==> config.mk <==
export PLATFORM = sky130hd
export DESIGN_NAME = wide_divider
export DESIGN_NICKNAME = d
export VERILOG_FILES = /design/src/rtl/wide_div_pkg.sv /design/src/rtl/wide_div_mag.sv /design/src/rtl/wide_div_step.sv /design/src/rtl/wide_div_fix.sv /design/src/rtl/wide_divider.sv
export SDC_FILE = /design/constraint.sdc
export NUM_CORES = 1
export LEC_CHECK = 0
export BUFFER_PORTS_ARGS = -buffer_cell sky130_fd_sc_hd__buf_2
export CAP_MARGIN = 20
export CORE_MARGIN = 2
export CORE_UTILIZATION = 60
export DETAILED_ROUTE_END_ITERATION = 10
export PLACE_DENSITY = 0.89
export SYNTH_ARGS = -nofsm -noshare
export SYNTH_HDL_FRONTEND = slang
export SYNTH_SLANG_ARGS = --single-unit
==> constraint.sdc <==
create_clock -name clk -period 16.3 [get_ports clk]
set_input_delay 4.89 -clock clk [delete_from_list [all_inputs] [get_ports clk]]
set_output_delay 4.89 -clock clk [all_outputs]
set_load 0.02 [all_outputs]
==> src/rtl/wide_div_pkg.sv <==
package wide_div_pkg;
  typedef enum logic {
    ST_IDLE = 1'b0,
    ST_RUN  = 1'b1
  } div_state_e;
endpackage

==> src/rtl/wide_div_mag.sv <==
// Two's-complement magnitude of a value when signed handling is enabled.
module wide_div_mag #(
  parameter int WIDTH = 64
) (
  input  logic [WIDTH-1:0] val_i,
  input  logic             sgn_i,
  output logic             neg_o,
  output logic [WIDTH-1:0] mag_o
);
  always_comb begin
    neg_o = sgn_i & val_i[WIDTH-1];
    mag_o = neg_o ? (~val_i + WIDTH'(1)) : val_i;
  end
endmodule

==> src/rtl/wide_div_step.sv <==
// One restoring iteration: shift in the next dividend bit, trial-subtract.
module wide_div_step #(
  parameter int W = 64
) (
  input  logic [W-1:0]   prem_i,
  input  logic [2*W-1:0] acc_i,
  input  logic [W-1:0]   dvsr_i,
  output logic [W-1:0]   prem_o,
  output logic [2*W-1:0] acc_o
);
  logic [W:0] shifted;
  logic [W:0] diff;
  logic       fits;

  always_comb begin
    shifted = {prem_i, acc_i[2*W-1]};
    diff    = shifted - {1'b0, dvsr_i};
    fits    = ~diff[W];
    prem_o  = fits ? diff[W-1:0] : shifted[W-1:0];
    acc_o   = {acc_i[2*W-2:0], fits};
  end
endmodule

==> src/rtl/wide_div_fix.sv <==
// Range check on the magnitude quotient and sign restoration.
module wide_div_fix #(
  parameter int W = 64
) (
  input  logic [2*W-1:0] qmag_i,
  input  logic [W-1:0]   rmag_i,
  input  logic           sgn_i,
  input  logic           qneg_i,
  input  logic           rneg_i,
  output logic [W-1:0]   quot_o,
  output logic [W-1:0]   rem_o,
  output logic           err_o
);
  localparam logic [W-1:0] POS_LIM = {1'b0, {(W-1){1'b1}}};
  localparam logic [W-1:0] NEG_LIM = {1'b1, {(W-1){1'b0}}};

  logic       hi_nz;
  logic [W-1:0] lim;

  always_comb begin
    hi_nz = |qmag_i[2*W-1:W];
    lim   = qneg_i ? NEG_LIM : POS_LIM;
    if (sgn_i) err_o = hi_nz | (qmag_i[W-1:0] > lim);
    else       err_o = hi_nz;
    if (err_o) begin
      quot_o = '0;
      rem_o  = '0;
    end else begin
      quot_o = qneg_i ? (~qmag_i[W-1:0] + W'(1)) : qmag_i[W-1:0];
      rem_o  = rneg_i ? (~rmag_i + W'(1)) : rmag_i;
    end
  end
endmodule

==> src/rtl/wide_divider.sv <==
module wide_divider
  import wide_div_pkg::*;
#(
  parameter int W = 64
) (
  input  logic         clk,
  input  logic         rst_n,
  input  logic         start,
  input  logic         sgn_mode,
  input  logic [W-1:0] dvd_hi,
  input  logic [W-1:0] dvd_lo,
  input  logic [W-1:0] dvsr,
  output logic         busy,
  output logic         done,
  output logic [W-1:0] quot,
  output logic [W-1:0] rem,
  output logic         div_err
);
  localparam int           ITER = 2 * W;
  localparam int           CW   = $clog2(ITER);
  localparam logic [CW-1:0] LAST = CW'(ITER - 1);

  // reset: asynchronous assert, synchronous release
  logic rst_meta_n, rst_int_n;
  always_ff @(posedge clk or negedge rst_n) begin
    if (!rst_n) begin
      rst_meta_n <= 1'b0;
      rst_int_n  <= 1'b0;
    end else begin
      rst_meta_n <= 1'b1;
      rst_int_n  <= rst_meta_n;
    end
  end

  div_state_e        state_q, state_n;
  logic [CW-1:0]     cnt_q, cnt_n;
  logic [2*W-1:0]    acc_q, acc_n;
  logic [W-1:0]      prem_q, prem_n;
  logic [W-1:0]      dvsr_q, dvsr_n;
  logic              sgn_q, sgn_n, qneg_q, qneg_n, rneg_q, rneg_n;
  logic [W-1:0]      quot_q, quot_n, rem_q, rem_n;
  logic              err_q, err_n, done_q, done_n;
  logic              dp_en, out_en;

  // operand conditioning
  logic              dvd_neg, dvs_neg;
  logic [2*W-1:0]    dvd_mag;
  logic [W-1:0]      dvs_mag;

  wide_div_mag #(.WIDTH(2*W)) u_mag_dvd (
    .val_i(({dvd_hi, dvd_lo})), .sgn_i(sgn_mode), .neg_o(dvd_neg), .mag_o(dvd_mag));
  wide_div_mag #(.WIDTH(W)) u_mag_dvs (
    .val_i(dvsr), .sgn_i(sgn_mode), .neg_o(dvs_neg), .mag_o(dvs_mag));

  // iteration datapath
  logic [W-1:0]   step_prem;
  logic [2*W-1:0] step_acc;
  wide_div_step #(.W(W)) u_step (
    .prem_i(prem_q), .acc_i(acc_q), .dvsr_i(dvsr_q),
    .prem_o(step_prem), .acc_o(step_acc));

  // final fixup on the last step's output
  logic [W-1:0] fix_quot, fix_rem;
  logic         fix_err;
  wide_div_fix #(.W(W)) u_fix (
    .qmag_i(step_acc), .rmag_i(step_prem), .sgn_i(sgn_q),
    .qneg_i(qneg_q), .rneg_i(rneg_q),
    .quot_o(fix_quot), .rem_o(fix_rem), .err_o(fix_err));

  // next-state logic
  always_comb begin
    state_n = state_q;
    cnt_n   = cnt_q;
    acc_n   = acc_q;
    prem_n  = prem_q;
    dvsr_n  = dvsr_q;
    sgn_n   = sgn_q;
    qneg_n  = qneg_q;
    rneg_n  = rneg_q;
    quot_n  = quot_q;
    rem_n   = rem_q;
    err_n   = err_q;
    done_n  = 1'b0;
    dp_en   = 1'b0;
    out_en  = 1'b0;
    unique case (state_q)
      ST_IDLE: begin
        if (start) begin
          if (dvsr == '0) begin
            out_en = 1'b1;
            done_n = 1'b1;
            err_n  = 1'b1;
            quot_n = '0;
            rem_n  = '0;
          end else begin
            dp_en   = 1'b1;
            state_n = ST_RUN;
            cnt_n   = '0;
            acc_n   = dvd_mag;
            prem_n  = '0;
            dvsr_n  = dvs_mag;
            sgn_n   = sgn_mode;
            qneg_n  = dvd_neg ^ dvs_neg;
            rneg_n  = dvd_neg;
          end
        end
      end
      ST_RUN: begin
        dp_en  = 1'b1;
        acc_n  = step_acc;
        prem_n = step_prem;
        cnt_n  = cnt_q + CW'(1);
        if (cnt_q == LAST) begin
          state_n = ST_IDLE;
          out_en  = 1'b1;
          done_n  = 1'b1;
          quot_n  = fix_quot;
          rem_n   = fix_rem;
          err_n   = fix_err;
        end
      end
      default: state_n = ST_IDLE;
    endcase
  end

  // registers
  always_ff @(posedge clk or negedge rst_int_n) begin
    if (!rst_int_n) begin
      state_q <= ST_IDLE;
      done_q  <= 1'b0;
    end else begin
      state_q <= state_n;
      done_q  <= done_n;
    end
  end

  always_ff @(posedge clk or negedge rst_int_n) begin
    if (!rst_int_n) begin
      cnt_q  <= '0;
      acc_q  <= '0;
      prem_q <= '0;
      dvsr_q <= '0;
      sgn_q  <= 1'b0;
      qneg_q <= 1'b0;
      rneg_q <= 1'b0;
    end else if (dp_en) begin
      cnt_q  <= cnt_n;
      acc_q  <= acc_n;
      prem_q <= prem_n;
      dvsr_q <= dvsr_n;
      sgn_q  <= sgn_n;
      qneg_q <= qneg_n;
      rneg_q <= rneg_n;
    end
  end

  always_ff @(posedge clk or negedge rst_int_n) begin
    if (!rst_int_n) begin
      quot_q <= '0;
      rem_q  <= '0;
      err_q  <= 1'b0;
    end else if (out_en) begin
      quot_q <= quot_n;
      rem_q  <= rem_n;
      err_q  <= err_n;
    end
  end

  assign busy    = (state_q == ST_RUN);
  assign done    = done_q;
  assign quot    = quot_q;
  assign rem     = rem_q;
  assign div_err = err_q;

  // assertions
  p_zero_div_r2: assert property (@(posedge clk) disable iff (!rst_int_n)
    (!busy && start && dvsr == '0) |=> (done && div_err && !busy));

  p_busy_done_excl_r7: assert property (@(posedge clk) disable iff (!rst_int_n)
    !(busy && done));

  p_done_pulse_r9: assert property (@(posedge clk) disable iff (!rst_int_n)
    done |=> !done);

  p_hold_idle_r9: assert property (@(posedge clk) disable iff (!rst_int_n)
    (!busy && !start) |=> ($stable(quot) && $stable(rem) && $stable(div_err)));

  p_ignore_start_r8: assert property (@(posedge clk) disable iff (!rst_int_n)
    (busy && start) |=> ($stable(dvsr_q) && $stable(sgn_q) && $stable(qneg_q)));

  p_err_zero_r6: assert property (@(posedge clk) disable iff (!rst_int_n)
    (done && div_err) |-> (quot == '0 && rem == '0));

  p_rem_sign_r4: assert property (@(posedge clk) disable iff (!rst_int_n)
    (done && !div_err && sgn_q && rem != '0) |-> (rem[W-1] == rneg_q));

  p_prem_bound_r1: assert property (@(posedge clk) disable iff (!rst_int_n)
    busy |-> (prem_q < dvsr_q));
endmodule

Yosys cells after proc, flatten, opt, wreduce, memory -nomap -nowiden. Cells that the tools add are included. Widths: inputs -> output; s select.

$add $sub $neg: 6. Order comparisons: 1. Eq/ne operators: 5. Mux-type cells: 37. Bitwise operators: 11. Reductions and logical operators: 5.

Operators by type and width (count): $mux 64 (13); $mux 128 (3); $pmux 64 s2 (3); $pmux 128 s2 (1); $add 64x1->64 const B (3); $not 64->64 (3); $add 128x1->128 const B (1); $not 128->128 (1); $sub 65x64->65 (1); $gt 64x64->1 (1); $logic_not 64->1 (1); $reduce_or 64->1 (1); $mux 7 (2); $pmux 7 s2 (1); $mux 1 (10); $pmux 1 s2 (4); $reduce_and 4->1 (2); $add 7x1->7 const B (1); $eq 7x7->1 const B (1); $ne 2x2->1 const B (3); $not 1->1 (3); $reduce_and 3->1 (1); $and 1x1->1 (2); $ne 2x1->1 const B (1); 2 further kinds (2).

Bits in registers: 399. Bits of input ports: 196. Output and inout bits: 131. Word-level logic and storage cells: 79.

Longest topological paths before layout. Gate-level depths: netlist of the first run.

Depth after elaboration: 8. Depth in mapped cells: 29. Depth with buffers taken out: 23.

Hierarchy. A second synthesis of the first run with hierarchy kept.

Cells, all modules: 3744. Area total of the unflattened synthesis: 32434.9 µm².

Modules (own cells, without submodules): wide_divider (instances 1, cells each 1349, area each 15766.4 µm², sequential area each 9984.6 µm²); wide_div_step (instances 1, cells each 855, area each 6058.3 µm², sequential area each 0.0 µm²); wide_div_fix (instances 1, cells each 751, area each 5301.3 µm², sequential area each 0.0 µm²); wide_div_mag at u_mag_dvd (instances 1, cells each 549, area each 3633.5 µm², sequential area each 0.0 µm²); wide_div_mag at u_mag_dvs (instances 1, cells each 240, area each 1675.4 µm², sequential area each 0.0 µm²).

Worst setup path before layout of the first run. No wires, ideal clock.

Kind: input -> register. From: input port dvsr[14]. To: register sgn_q. Library setup time: 0.125 ns. Arrival time: 8.155 ns. Data required time: 16.175 ns. Setup slack: 8.020 ns. Stages on the path: 13. Buffers on the path: 3. Path through: or4_1 -> or4_1 -> nor3_1 -> and3_1 -> nand4_1 -> nor2b_1 -> nand2_1 -> and2_1 -> buf_2 -> nand2b_1 -> clkbuf_1 -> clkbuf_1 -> mux2_2.

Longest elaborated chain between the ends: 5. Elaborated cells between the ends (all ways): 6. Classes of those cells: 3 x mux; 1 x bitwise; 2 x reduce/logical.

Ends and longest elaborated chain: start: declaration (line wide_divider.sv:12) `input logic [W-1:0] dvsr,`; $logic_not 64->1 * (line wide_divider.sv:89) `if (dvsr == '0) begin`; $mux 1 (line wide_divider.sv:89); $mux 1 (line wide_divider.sv:88) `if (start) begin`; $pmux 1 s2 (line wide_divider.sv:86) `unique case (state_q)`; $reduce_and 4->1 (no source line) *; end signal: assignment (line wide_divider.sv:151) `sgn_q <= sgn_n;`; end: declaration (line wide_divider.sv:40) `logic sgn_q, sgn_n, qneg_q, qneg_n, rneg_q, rneg_n;`.

Every way passes the cells marked *; elsewhere a longest branch is shown, timed or not. A chain may end at the register's enable or synchronous reset.

Final worst setup path of the first run.
From: input port dvsr[14]. To: register acc_q[3].

Longest elaborated chain between the ends: 5. Elaborated cells between the ends (all ways): 6. Classes of those cells: 1 x eq/ne; 3 x mux; 2 x reduce/logical.

Ends and longest elaborated chain: $logic_not 64->1 * (line wide_divider.sv:89); $mux 1 (line wide_divider.sv:89); $mux 1 (line wide_divider.sv:88); $pmux 1 s2 (line wide_divider.sv:86); $reduce_and 3->1 (no source line) *; end signal: assignment (line wide_divider.sv:148) `acc_q <= acc_n;`; end: declaration (line wide_divider.sv:37) `logic [2*W-1:0] acc_q, acc_n;`.

Marks and branches as above.

==> results of run 1 <==
[path summary, 6_finish.rpt]
kind	startpoint	cells after the start	end	slack, ps
setup / recovery	dvsr[14]	14	acc_q[3]$_DFFE_PN0P_	6120
hold / removal	rst_meta_n$_DFF_PN0_	0	rst_int_n$_DFF_PN0_	350
setup reg to reg	prem_q[46]$_DFFE_PN0P_	17	rem[42]$_DFFE_PN0P_	9460
hold reg to reg	rst_meta_n$_DFF_PN0_	0	rst_int_n$_DFF_PN0_	350
max in group asynchronous	rst_n	1	rst_int_n$_DFF_PN0_	12130
min in group asynchronous	rst_int_n$_DFF_PN0_	0	acc_q[114]$_DFFE_PN0P_	510
[state kept, by name, indices dropped and copies added (netlist names)]
name	flops
dvsr_q	64
qneg_q	1
cnt_q	7
rst_meta_n	1
rst_int_n	1
rem	64
prem_q	64
quot	64
rneg_q	1
div_err	1
done	1
sgn_q	1
acc_q	128
busy	1
[synthesized netlist by cell type (30+ instances only)]
library cell	instances	area [um2]
inv_1	104	390
xor2_1	184	1610
a31oi_1	30	188
mux2i_1	104	1040
ha_1	135	1690
xnor2_1	157	1380
nand2_1	588	2210
a21oi_1	358	1790
nand4_1	67	419
o31ai_1	79	593
buf_2	37	185
o21ai_1	34	170
o41ai_1	33	289
or3_1	64	400
o21ai_0	396	1980
clkbuf_1	149	559
dfrtp_1	399	9980
nand3_1	60	300
nor2_1	411	1540
nor4_1	89	557
or4_1	42	315
nor3_1	102	510
a21o_1	43	323
[worst max-delay path: stages]
cell and delay [ps]:
buf_2 110, or4_1 590, or4_1 560, nor3_1 580, and3_1 350, nand4_1 160, nor2b_1 600, nand2_1 210
nand2_4 540, buf_4 660, buf_4 840, nor2_1 110, a21oi_1 170, o21ai_0 110
[where the power goes]
part / switching, mW / internal, mW / total, mW
Sequential: 0.285 / 1.15 / 1.43
Combinational: 1.68 / 0.933 / 2.62
Clock: 0.456 / 0.645 / 1.10
Total: 2.42 / 2.72 / 5.15
[cell type report]
type	count	area, um2	area share
multi-input cells	3372	20700	0.585
inverters	107	404	0.0114
clock inverters	23	343	0.00968
clock buffers	59	1220	0.0344
well taps	688	861	0.0243
repair buffers	354	1870	0.0529
flip-flops and latches	399	10000	0.282
diodes	1	2.50	0.0000707
[metrics by stage]
step | util | hold slack, ps | instances | setup slack [ps]
floorplan | - | 331 | 4098 | 4360
CTS | 0.672 | 355 | 5000 | 6360
global route | 0.672 | 367 | 5003 | 5820
detailed placement | 0.642 | 341 | 4918 | 5710
global placement | 0.642 | 337 | 4918 | 5900
finish | 0.672 | 352 | 5003 | 6120
[logic make-up after synthesis]
group,synth area share
xor gates and xnor gates,0.0932
muxes,0.0367
other,0.000117
DFF,0.312
and+or+nand+nor,0.237
adders and majority gates,0.0533
buffers and inverters,0.0431
AOI/OAI and AO/OA,0.225
[metal layers]
layer / wire (um) / global-route usage
met1: 42500 / 0.491
met2: 46000 / 0.554
met3: 9480 / 0.0664
met4: 4470 / 0.146
met5: 13 / 0
==> results.py, run 1 <==
metrics = {
    "route": {
        "ant_nets": 0,
        "vias": 32300,
        "first_pass_iters": 6,
        "wl_um": 102000,
        "vias_per_cell": 6.46,
        "drtIter0Drc": 3791,
        "drc": 0,
        "wl_per_cell_um": 20.5,
    },
    "global_route": {
        "grt_max_degree": 163,
        "grt_pass1_vias": 29900,
        "grt_pass1_wl_um": 161000,
        "antenna_found_initial": 2,
        "grt-ovfl-total": 0,
        "grt_use_total": 0.357,
    },
    "timing": {
        "final-setup-viol-count": 0,
        "fin_crit_ps": 10180,
        "finalMaxSlewViolations": 0,
        "rsz0062_at_grt": "false",
        "fin_crit_sh": 0.624,
        "fmaxAchievable_mhz": 98.3,
        "hold_viol": 0,
        "finalSetupTns_ps": 0,
        "clock_skew_ps": 29.5,
        "tightest_slew_ps": 1150,
        "slew_headroom": 0.225,
    },
    "logic_synthesis": {
        "synth_edf_count": 0,
        "ys_types": 103,
        "synthArstFlopShare": 1.00,
        "ys.flop_type": "dfrtp_1",
        "yosys_warnings": 0,
        "syn_area_um2": 32000,
        "netlist_instances": 4098,
        "ys_seq_area_frac": 0.312,
        "synthesis.nets": 4430,
        "yosys_register_bits": 399,
        "syn_avg_cell_area_um2": 7.82,
    },
    "power": {
        "total_power_mw": 5.15,
        "power_density_nw_per_um2": 145,
        "irDropWorstVdd_mv": 0.138,
        "total_leakage_power_nw": 15.6,
    },
    "clock_network": {
        "post_cts_buffers": 0,
        "h-tree-depth": 2,
        "tritoncts": "yes",
        "clkSlewWorstSetupHoldPaths_ps": 60,
        "clock-sinks": 399,
        "cts_resized": 0,
        "ctsHoldBuffers": 0,
        "clockRootBuffer": "clkbuf_16",
        "clkLatencyLatePin_ps": 620,
        "cts_made_buffers": 45,
        "cts.path.max_buffers": 3,
    },
    "run": {
        "cap_violations": 0,
    },
    "layout": {
        "final_cell_area_um2": 35400,
        "area_growth_pct": 10.5,
        "final_cell_mix": "nand2_1, nor2_1, o21ai_0",
        "drive_gt1_frac": 0.124,
        "nets": 4611,
        "final_common_cell": "nand2_1",
        "fillers": 4390,
    },
    "status": {
        "status": "finished clean",
    },
    "floorplanning": {
        "initial_utilization": 0.608,
        "core_area_um2": 52700,
        "rows": 84,
        "die_area_um2": 55300,
        "die_h_um": 235,
        "ioPinCount": 327,
        "die_x_um": 235,
    },
    "place": {
        "place.gp.congestion": 1.01,
        "dpl.hpwl_um": 77100,
        "dpl-instance-area_um2": 33800,
        "port_buffers": 326,
    },
    "critical_path": {
        "cp.required_ps": 16740,
        "critPathMaxFanout": 91,
        "worst_setup_path_start_kind": "input pin",
        "cp.arrival_ps": 10620,
        "critical_path_class": "in2reg",
        "end_kind": "flip-flop",
    },
    "min_path": {
        "min_path_type": "reg2reg",
    },
}
No activity file was read; power rests on OpenSTA's default activity.
==> run 2: changes to the inputs <==
--- a/config.mk
+++ b/config.mk
@@ -5,12 +5,13 @@
 export SDC_FILE = /design/constraint.sdc
 export NUM_CORES = 1
 export LEC_CHECK = 0
+export ABC_AREA = 1
 export BUFFER_PORTS_ARGS = -buffer_cell sky130_fd_sc_hd__buf_2
 export CAP_MARGIN = 20
 export CORE_MARGIN = 2
-export CORE_UTILIZATION = 60
+export CORE_UTILIZATION = 55
 export DETAILED_ROUTE_END_ITERATION = 10
-export PLACE_DENSITY = 0.89
+export PLACE_DENSITY = 0.86
 export SYNTH_ARGS = -nofsm -noshare
 export SYNTH_HDL_FRONTEND = slang
 export SYNTH_SLANG_ARGS = --single-unit
==> constraint.sdc (replaced) <==
create_clock -name clk -period 8.69 [get_ports clk]
set_input_delay 2.607 -clock clk [delete_from_list [all_inputs] [get_ports clk]]
set_output_delay 2.607 -clock clk [all_outputs]
set_load 0.02 [all_outputs]
==> results.py, run 2 <==
metrics = {
    "logic_synthesis": {
        "yosys.area.top_type_share": 0.300,
        "synth_commonest_cells": "nand2_1, inv_1, nor2_1, dfrtp_1, o21ai_0",
        "netlist_instances": 5145,
        "synth_edf_count": 0,
        "synth_top_area_cell": "dfrtp_1",
        "synth.most_common_cell": "nand2_1",
        "ys_seq_area_frac": 0.300,
        "syn_avg_cell_area_um2": 6.48,
        "yosys_register_bits": 399,
        "synth_area_leaders": "dfrtp_1, nand2_1, inv_1",
        "yosys_warnings": 0,
        "syn_area_um2": 33300,
        "ys_types": 63,
        "synthArstFlopShare": 1.00,
        "ys.flop_type": "dfrtp_1",
        "synthesis.nets": 5477,
    },
    "timing": {
        "rsz0062_at_grt": "false",
        "hold_ws_ps": 347,
        "hold_viol": 0,
        "clock_skew_ps": 19.1,
        "final-setup-viol-count": 0,
        "finalSetupTns_ps": 0,
        "fmaxAchievable_mhz": 173,
        "fin_crit_ps": 5780,
        "slew_headroom": 0.239,
        "tightest_slew_ps": 1140,
        "fin_crit_sh": 0.665,
        "finalMaxSlewViolations": 0,
    },
    "power": {
        "irDropWorstVdd_mv": 0.285,
        "total_leakage_power_nw": 18.5,
        "power_density_nw_per_um2": 382,
    },
    "clock_network": {
        "ctsHoldBuffers": 0,
        "cts_resized": 0,
        "cts.path.max_buffers": 3,
        "clkSlewWorstSetupHoldPaths_ps": 60,
        "clkLatencyLatePin_ps": 580,
        "clock-sinks": 399,
        "cts_made_buffers": 43,
        "clockRootBuffer": "clkbuf_16",
        "post_cts_buffers": 0,
        "h-tree-depth": 2,
        "tritoncts": "yes",
    },
    "min_path": {
        "min_path_type": "reg2reg",
    },
    "critical_path": {
        "cp.required_ps": 9120,
        "critPathMaxFanout": 78,
        "cp_common_cell": "nand2_1",
        "cp.arrival_ps": 6210,
        "critical_path_class": "reg2reg",
        "end_kind": "flip-flop",
        "worst_setup_path_start_kind": "flip-flop",
        "cp_slowest_stage_delay_ps": 570,
        "critPathSlowestCell": "nand2_8",
    },
    "route": {
        "drtIter0Drc": 4024,
        "vias_per_cell": 5.80,
        "first_pass_iters": 7,
        "wl_um": 119000,
        "wl_per_cell_um": 19.1,
        "drc": 0,
        "ant_nets": 0,
        "vias": 35900,
    },
    "layout": {
        "area_growth_pct": 10.7,
        "largest_reg_flops": 128,
        "drive_gt1_frac": 0.0989,
        "fillers": 5803,
        "final_cell_mix": "nand2_1, inv_1, nor2_1",
        "nets": 5711,
        "seq_area_um2": 10000,
        "multi_input_area_um2": 20100,
        "final_common_cell": "nand2_1",
        "top_register": "acc_q",
    },
    "global_route": {
        "grt_use_total": 0.372,
        "grt_pass1_wl_um": 184000,
        "grt-ovfl-total": 0,
        "grt_pass1_vias": 33700,
        "grt_max_degree": 179,
        "antenna_found_initial": 9,
    },
    "run": {
        "cap_violations": 0,
    },
    "floorplanning": {
        "initial_utilization": 0.554,
        "rows": 90,
        "die_x_um": 250,
        "core_area_um2": 60100,
        "die_area_um2": 62600,
        "ioPinCount": 327,
        "die_h_um": 250,
    },
    "place": {
        "port_buffers": 326,
        "dpl.hpwl_um": 92800,
        "place.gp.congestion": 1.08,
    },
    "status": {
        "status": "finished clean",
    },
}
## run 2: cell types whose count changed in the layout (fill, tap and decap cells not counted), sizes merged, moves of 70 or more
cell | previous run | this run
a21oi | 380 | 156
inv | 110 | 689
nand2 | 590 | 1621
a22oi | 2 | 72
nor2 | 415 | 542
mux2i | 104 | 0
o21ai | 434 | 360
nand3 | 60 | 256
## run 2: cell type report
type,count,share of cell area
clock inverter,19,0.00607
clock buffer,55,0.0326
antenna,9,0.000610
timing repair buffer,346,0.0493
inverter,691,0.0705
multi-input combinational,3898,0.543
sequential,399,0.271
tap,782,0.0265
## run 2: metal layers
layer | track usage | vias up | routed length, um
li1 | - | 17200 | -
met5 | 0 | - | 0
met4 | 0.245 | 0 | 9590
met2 | 0.602 | 1884 | 53300
met3 | 0.0610 | 442 | 10500
met1 | 0.460 | 16400 | 45100
## run 2: cells by family (layout without fill, tap and decap cells)
family,Yosys count,count (layout),share of synthesized area
DFF,399,399,0.300
AOI/OAI and AO/OA,767,767,0.135
xor gates and xnor gates,249,249,0.0654
other,1,10,0.000113
and+or+nand+nor,2745,2745,0.349
adders and majority gates,136,136,0.0513
buffers and inverters,848,1111,0.0994
## run 2: final timing paths
check | from | end | slack [ps] | cells past startpoint
min | rst_meta_n$_DFF_PN0_ | rst_int_n$_DFF_PN0_ | 350 | 0
max reg2reg | prem_q[42]$_DFFE_PN0P_ | quot[48]$_DFFE_PN0P_ | 2910 | 28
min in group asynchronous | rst_int_n$_DFF_PN0_ | acc_q[112]$_DFFE_PN0P_ | 470 | 0
max | prem_q[42]$_DFFE_PN0P_ | quot[48]$_DFFE_PN0P_ | 2910 | 28
max in group asynchronous | rst_int_n$_DFF_PN0_ | acc_q[11]$_DFFE_PN0P_ | 6620 | 1
min reg2reg | rst_meta_n$_DFF_PN0_ | rst_int_n$_DFF_PN0_ | 350 | 0
## run 2: power by group
part	internal (mW)	switching [mW]
Combinational	2.78	6.22
Clock	1.10	0.804
Sequential	2.44	0.763
Total	6.31	7.79
## run 2: critical path: cells and delay by family (launching register included)
family	cells	cell delay, ps
adder cells (fa/ha/maj)	2	700
AO/OA/AOI/OAI	6	1180
flip-flops	1	470
AND/OR/NAND/NOR	17	2870
buffers and inverters	2	210
XOR/XNOR	1	180
## run 2: metrics by stage
step	setup slack (ps)	util	total power, mW	area (um2)	instances
global placement	2770	0.589	11.7	35400	6116
floorplan	2180	-	9.42	33300	5145
global route	2340	0.614	15.2	36900	6198
detailed placement	2620	0.589	11.9	35400	6116
finish	2910	0.614	14.1	36900	6199
CTS	3000	0.613	13.9	36900	6190
